<file path="config.mk">
export PLATFORM = sky130hd
export DESIGN_NAME = crossbar_train_seq
export DESIGN_NICKNAME = d
export VERILOG_FILES = /design/src/rtl/crossbar_train_seq.sv
export SDC_FILE = /design/constraint.sdc
export NUM_CORES = 1
export LEC_CHECK = 0
export BUFFER_PORTS_ARGS = -buffer_cell sky130_fd_sc_hd__buf_2
export CELL_PAD_IN_SITES_DETAIL_PLACEMENT = 0
export CELL_PAD_IN_SITES_GLOBAL_PLACEMENT = 2
export CORE_ASPECT_RATIO = 0.8
export CORE_MARGIN = 2
export CORE_UTILIZATION = 41
export CTS_BUF_LIST = sky130_fd_sc_hd__clkbuf_8
export CTS_CLUSTER_SIZE = 24
export DETAILED_ROUTE_END_ITERATION = 16
export PLACE_DENSITY = 0.88
export SKIP_CTS_REPAIR_TIMING = 1
export SLEW_MARGIN = 25
export SYNTH_ARGS = -nofsm -noshare
export SYNTH_HDL_FRONTEND = slang
export SYNTH_SLANG_ARGS = --single-unit
</file>
<file path="constraint.sdc">
create_clock -name clk -period 17.9 [get_ports clk]
set_input_delay 3.58 -clock clk [delete_from_list [all_inputs] [get_ports clk]]
set_output_delay 3.58 -clock clk [all_outputs]
set_load 0.01 [all_outputs]
</file>
<file path="src/rtl/crossbar_train_seq.sv">
module crossbar_train_seq #(
  parameter int NPAT  = 6,
  parameter int NBITS = 8,
  localparam int IW = (NPAT  > 1) ? $clog2(NPAT)  : 1,
  localparam int CW = (NBITS > 1) ? $clog2(NBITS) : 1,
  localparam int SW = $clog2(NPAT + 1)
) (
  input  logic             clk,
  input  logic             rst_n,
  input  logic             start,
  output logic             wt_init,
  output logic [IW-1:0]    pat_addr,
  input  logic [NBITS-1:0] pat_data,
  output logic             rcl_req,
  input  logic             rcl_ack,
  input  logic [NBITS-1:0] err_pos,
  input  logic [NBITS-1:0] err_neg,
  output logic             upd_valid,
  output logic             upd_sel,
  output logic [CW-1:0]    upd_col,
  output logic [NBITS-1:0] upd_drive,
  output logic             busy,
  output logic             done
);
  typedef enum logic [2:0] {S_IDLE, S_INIT, S_PICK, S_REQ, S_UPD, S_DONE} st_t;

  st_t             st;
  logic [7:0]      lfsr;
  logic [NPAT-1:0] learned;
  logic [SW-1:0]   run;
  logic            odd;
  logic [IW-1:0]   idx, pick;
  logic [CW-1:0]   col;
  logic [NBITS-1:0] pat_q, ep_q, en_q;

  wire err_any = |(err_pos | err_neg);
  wire col_hit = ep_q[col] | en_q[col];
  wire last_col = (col == CW'(NBITS - 1));

  always_comb begin
    int base, t;
    logic found;
    base  = int'(lfsr) % NPAT;
    pick  = '0;
    found = 1'b0;
    for (int k = 0; k < NPAT; k++) begin
      t = base + k;
      if (t >= NPAT) t = t - NPAT;
      if (!found && !learned[t]) begin
        pick  = IW'(t);
        found = 1'b1;
      end
    end
  end

  assign wt_init   = (st == S_INIT);
  assign rcl_req   = (st == S_REQ);
  assign pat_addr  = idx;
  assign upd_valid = (st == S_UPD) && col_hit;
  assign upd_sel   = ~odd;
  assign upd_col   = col;
  assign upd_drive = (ep_q[col] ^ upd_sel) ? pat_q : ~pat_q;
  assign busy      = (st != S_IDLE) && (st != S_DONE);
  assign done      = (st == S_DONE);

  always_ff @(posedge clk or negedge rst_n) begin
    if (!rst_n) begin
      st      <= S_IDLE;
      lfsr    <= 8'hA5;
      learned <= '0;
      run     <= '0;
      odd     <= 1'b1;
      idx     <= '0;
      col     <= '0;
      pat_q   <= '0;
      ep_q    <= '0;
      en_q    <= '0;
    end else begin
      lfsr <= {lfsr[6:0], lfsr[7] ^ lfsr[5] ^ lfsr[4] ^ lfsr[3]};
      case (st)
        S_IDLE, S_DONE: if (start) st <= S_INIT;
        S_INIT: begin
          learned <= '0;
          run     <= '0;
          odd     <= 1'b1;
          st      <= S_PICK;
        end
        S_PICK: begin
          idx <= pick;
          st  <= S_REQ;
        end
        S_REQ: if (rcl_ack) begin
          pat_q <= pat_data;
          ep_q  <= err_pos;
          en_q  <= err_neg & ~err_pos;
          if (!err_any) begin
            learned[idx] <= 1'b1;
            run          <= run + 1'b1;
            st           <= (run + 1'b1 == SW'(NPAT)) ? S_DONE : S_PICK;
          end else begin
            learned <= '0;
            run     <= '0;
            col     <= '0;
            st      <= S_UPD;
          end
        end
        S_UPD: begin
          col <= col + 1'b1;
          if (last_col) begin
            odd <= ~odd;
            st  <= S_PICK;
          end
        end
        default: st <= S_IDLE;
      endcase
    end
  end

  a_r3_req_held: assert property (@(posedge clk) disable iff (!rst_n)
    (rcl_req && !rcl_ack) |=> (rcl_req && $stable(pat_addr)));
  a_r5_pick_unlearned: assert property (@(posedge clk) disable iff (!rst_n)
    rcl_req |-> (!learned[pat_addr] && (int'(pat_addr) < NPAT)));
  a_r6_error_clears: assert property (@(posedge clk) disable iff (!rst_n)
    (rcl_req && rcl_ack && err_any) |=> (run == '0 && learned == '0 && st == S_UPD));
  a_r4_pass_no_update: assert property (@(posedge clk) disable iff (!rst_n)
    (rcl_req && rcl_ack && !err_any) |=> !upd_valid);
  a_r9_done_full: assert property (@(posedge clk) disable iff (!rst_n)
    done |-> (run == SW'(NPAT) && !rcl_req && !upd_valid));
  a_r8_sel_steady: assert property (@(posedge clk) disable iff (!rst_n)
    (upd_valid && $past(st == S_UPD)) |-> $stable(upd_sel));
endmodule

</file>
==> impl_metrics.tcl <==
set metrics [dict create \
    final_cells 751 \
    post-place-cells 743 \
    r2r_setup_slack_ns 10.84 \
    syn_nets 628 \
    grt_start_max_net_pins 52 \
    p_leak_nw 2.31 \
    gp_congestion 0.844 \
    grt_usage 0.200 \
    rsz0062_at_grt "false" \
    hold_end "en_q[5]" \
    tightest_slew_ns 1.08 \
    r2r_end "pat_addr[1]" \
    finish.utilization 0.453 \
    final_common_cell "nand2_1" \
    wl_per_cell_um 16.8 \
    whs_ns 0.488 \
    grt_pass1_vias 4103 \
    power.density_nw_per_um2 88.0 \
    clkTransAtPathRegs_ns 0.11 \
    path_class "flip-flop to flip-flop" \
    timing.slew.headroom 0.273 \
    hold_violations 0 \
    antenna_found_initial 0 \
    drt-vias-per-instance 5.97 \
    antennaDiodeCount 0 \
    ys_ff_latch 51 \
    syn_area_per_cell_um2 8.49 \
    critPathLaunchType "flip-flop" \
    coreArea_um2 11600 \
    rows 35 \
    max_cap_viol_count 0 \
    critPathMostFrequentCell "ha_1" \
    outcome "completed" \
    htreeDepth 2 \
    hold_path.class "flip-flop to flip-flop" \
    wirelength_mm 12.6 \
    die_w_um 127 \
    r2r_start "lfsr[6]" \
    synth_area_um2 4940 \
    grt.overflow.total 0 \
    numClockSinks 51 \
    cp.arrival_ns 7.27 \
    start_util 0.424 \
    tns_ns 0 \
    setup_viol 0 \
    cts_tree "built" \
    die_area_um2 12900 \
    insertion_delay_ns 0.32 \
    cts_root_buffer "clkbuf_8" \
    place_ws_ns 10.95 \
    r2r_cells 20 \
    p_total_mw 0.465 \
    yosysWarnings 0 \
    fin_ws_ns 10.84 \
    drt-initial-drc-count 309 \
    finalNetCount 648 \
    timing.final.crit_share 0.394 \
    ant_nets 0 \
    synthCells 582 \
    io_pins 48 \
    cp_slowest_cell "dfrtp_1" \
    maxSlewViolCount 0 \
    grt_first_pass_wirelength_mm 21.1 \
    io_buffer_count 47 \
    cp.required_ns 18.11 \
    post-dp-hpwl_mm 9.39 \
    placed_area_um2 5190 \
    synthDistinctLibCells 99 \
    synth-edff-count 0 \
    nFillCells 1130 \
    async_reset_ff_frac 1.00 \
    period_needed_ns 7.06 \
    area_growth_pct 6.94 \
    fmax_mhz 142 \
    clk_path_buf_depth 2 \
    vias 4487 \
    path_max_fanout 23 \
    cp_slowest_stage_delay_ns 0.85 \
    stdcell_area_um2 5280 \
    cp_cell_sequence "ha_1 -> nand4bb_1 -> o221ai_1 -> a21oi_1 -> a32oi_1 -> nand3_1 -> ha_1 -> inv_1 -> nor4_1 -> a21o_1 -> ha_1 -> xnor3_1 -> a2111oi_2 -> a21oi_2 -> mux2i_1 -> or3_4 -> a21oi_1 -> a2bb2oi_1 -> o221ai_1 -> mux2_2" \
    max-vdd-ir-drop_mv 0.0823 \
    cp-end-kind "flip-flop" \
    die_h_um 102 \
    hp-start "en_q[5]" \
    numCtsBuffers 5 \
    drive_gt1_frac 0.172 \
    skew_ns 0.0142 \
    ys_seq_area_frac 0.260 \
    drt_first_pass_iters 5 \
    most-common-layout-cells "90 x nand2_1, 47 x buf_2, 46 x dfrtp_1" \
    synth-main-ff-cell "dfrtp_1" \
    hold_depth 2 \
    drc 0 \
]
[layout make-up]
cell class / instances / area, µm² / share of cell area
clock buffer: 5 / 68.8 / 0.0130
clock inverter: 3 / 27.5 / 0.00521
inverter: 20 / 75.1 / 0.0142
multi-input combinational: 476 / 3400 / 0.644
sequential: 51 / 1280 / 0.243
tap: 148 / 185 / 0.0351
timing repair buffer: 48 / 243 / 0.0459
[worst max-delay path, delay by kind of cell, from the launching register on]
kind / cells / cell delay [ns]
compound gates: 9 / 2.61
fa+ha+maj: 3 / 1.23
buf+inv: 1 / 0.06
xor+xnor: 1 / 0.45
flops: 1 / 0.85
mux: 2 / 0.47
simple gates: 4 / 1.26
[cell usage after synthesis, drive strengths merged (4+ instances only)]
master   instances  share of area
a2111oi          4          0.016
a211oi           5         0.0076
a21o             7          0.011
a21oi           25          0.027
a221o            5          0.010
a31o             5         0.0089
a31oi           12          0.016
and2             5         0.0063
buf             17          0.025
clkbuf          18          0.014
dfrtp           46           0.23
dfstp            5          0.027
ha              18          0.046
inv             18          0.014
mux2             8          0.018
mux2i           18          0.036
mux4             4          0.018
nand2           90          0.068
nand2b          14          0.018
nand3           28          0.028
nand3b           5          0.010
nand4            5         0.0063
nor2            41          0.031
nor2b            5         0.0068
nor3             9          0.010
nor4             6          0.011
o211ai           6         0.0091
o21ai           38          0.039
o31a             4         0.0071
or2              5         0.0063
or3              9          0.013
xnor2           10          0.023
xor2            13          0.023
[worst max-delay path by stage]
| stage | startpoint | end | slack (ns) |
|---|---|---|---|
| global route | lfsr[6] | pat_addr[1] | 10.31 |
| CTS | lfsr[6] | pat_addr[2] | 10.91 |
| finish | lfsr[6] | pat_addr[1] | 10.84 |
| detailed placement | lfsr[6] | pat_addr[2] | 10.95 |
| floorplan | lfsr[6] | pat_addr[2] | 11.78 |
| global placement | lfsr[6] | pat_addr[1] | 11.01 |
[state kept, by name, indices dropped and copies added (netlist names)]
name,count
ep_q,8
st,3
pat_q,8
run,3
learned,6
en_q,8
odd,1
lfsr,8
upd_col,3
pat_addr,3
[cell families (layout without fill, tap and decap cells)]
kind of cell | after synthesis | after routing | synth area share
fa+ha+maj | 18 | 18 | 0.0456
compound gates | 163 | 163 | 0.257
flops | 51 | 51 | 0.260
buf+inv | 55 | 76 | 0.0534
simple gates | 238 | 238 | 0.246
mux | 30 | 30 | 0.0729
xor+xnor | 27 | 27 | 0.0646
[power breakdown]
group	internal, mW	switching, mW	leakage, nW	total [mW]
registers	0.152	0.0360	0.652	0.188
clock network	0.0288	0.0440	0.0463	0.0728
logic	0.0884	0.115	1.61	0.204
total	0.269	0.195	2.31	0.465
[per-layer routing]
layer,up-vias,global-route usage,share of wire
met1,2159,0.308,0.52
li1,2188,-,-
met2,128,0.295,0.41
met5,-,0,0
met3,12,0.0330,0.056
met4,0,0.0389,0.0097
(Power assumes the default switching activity.)
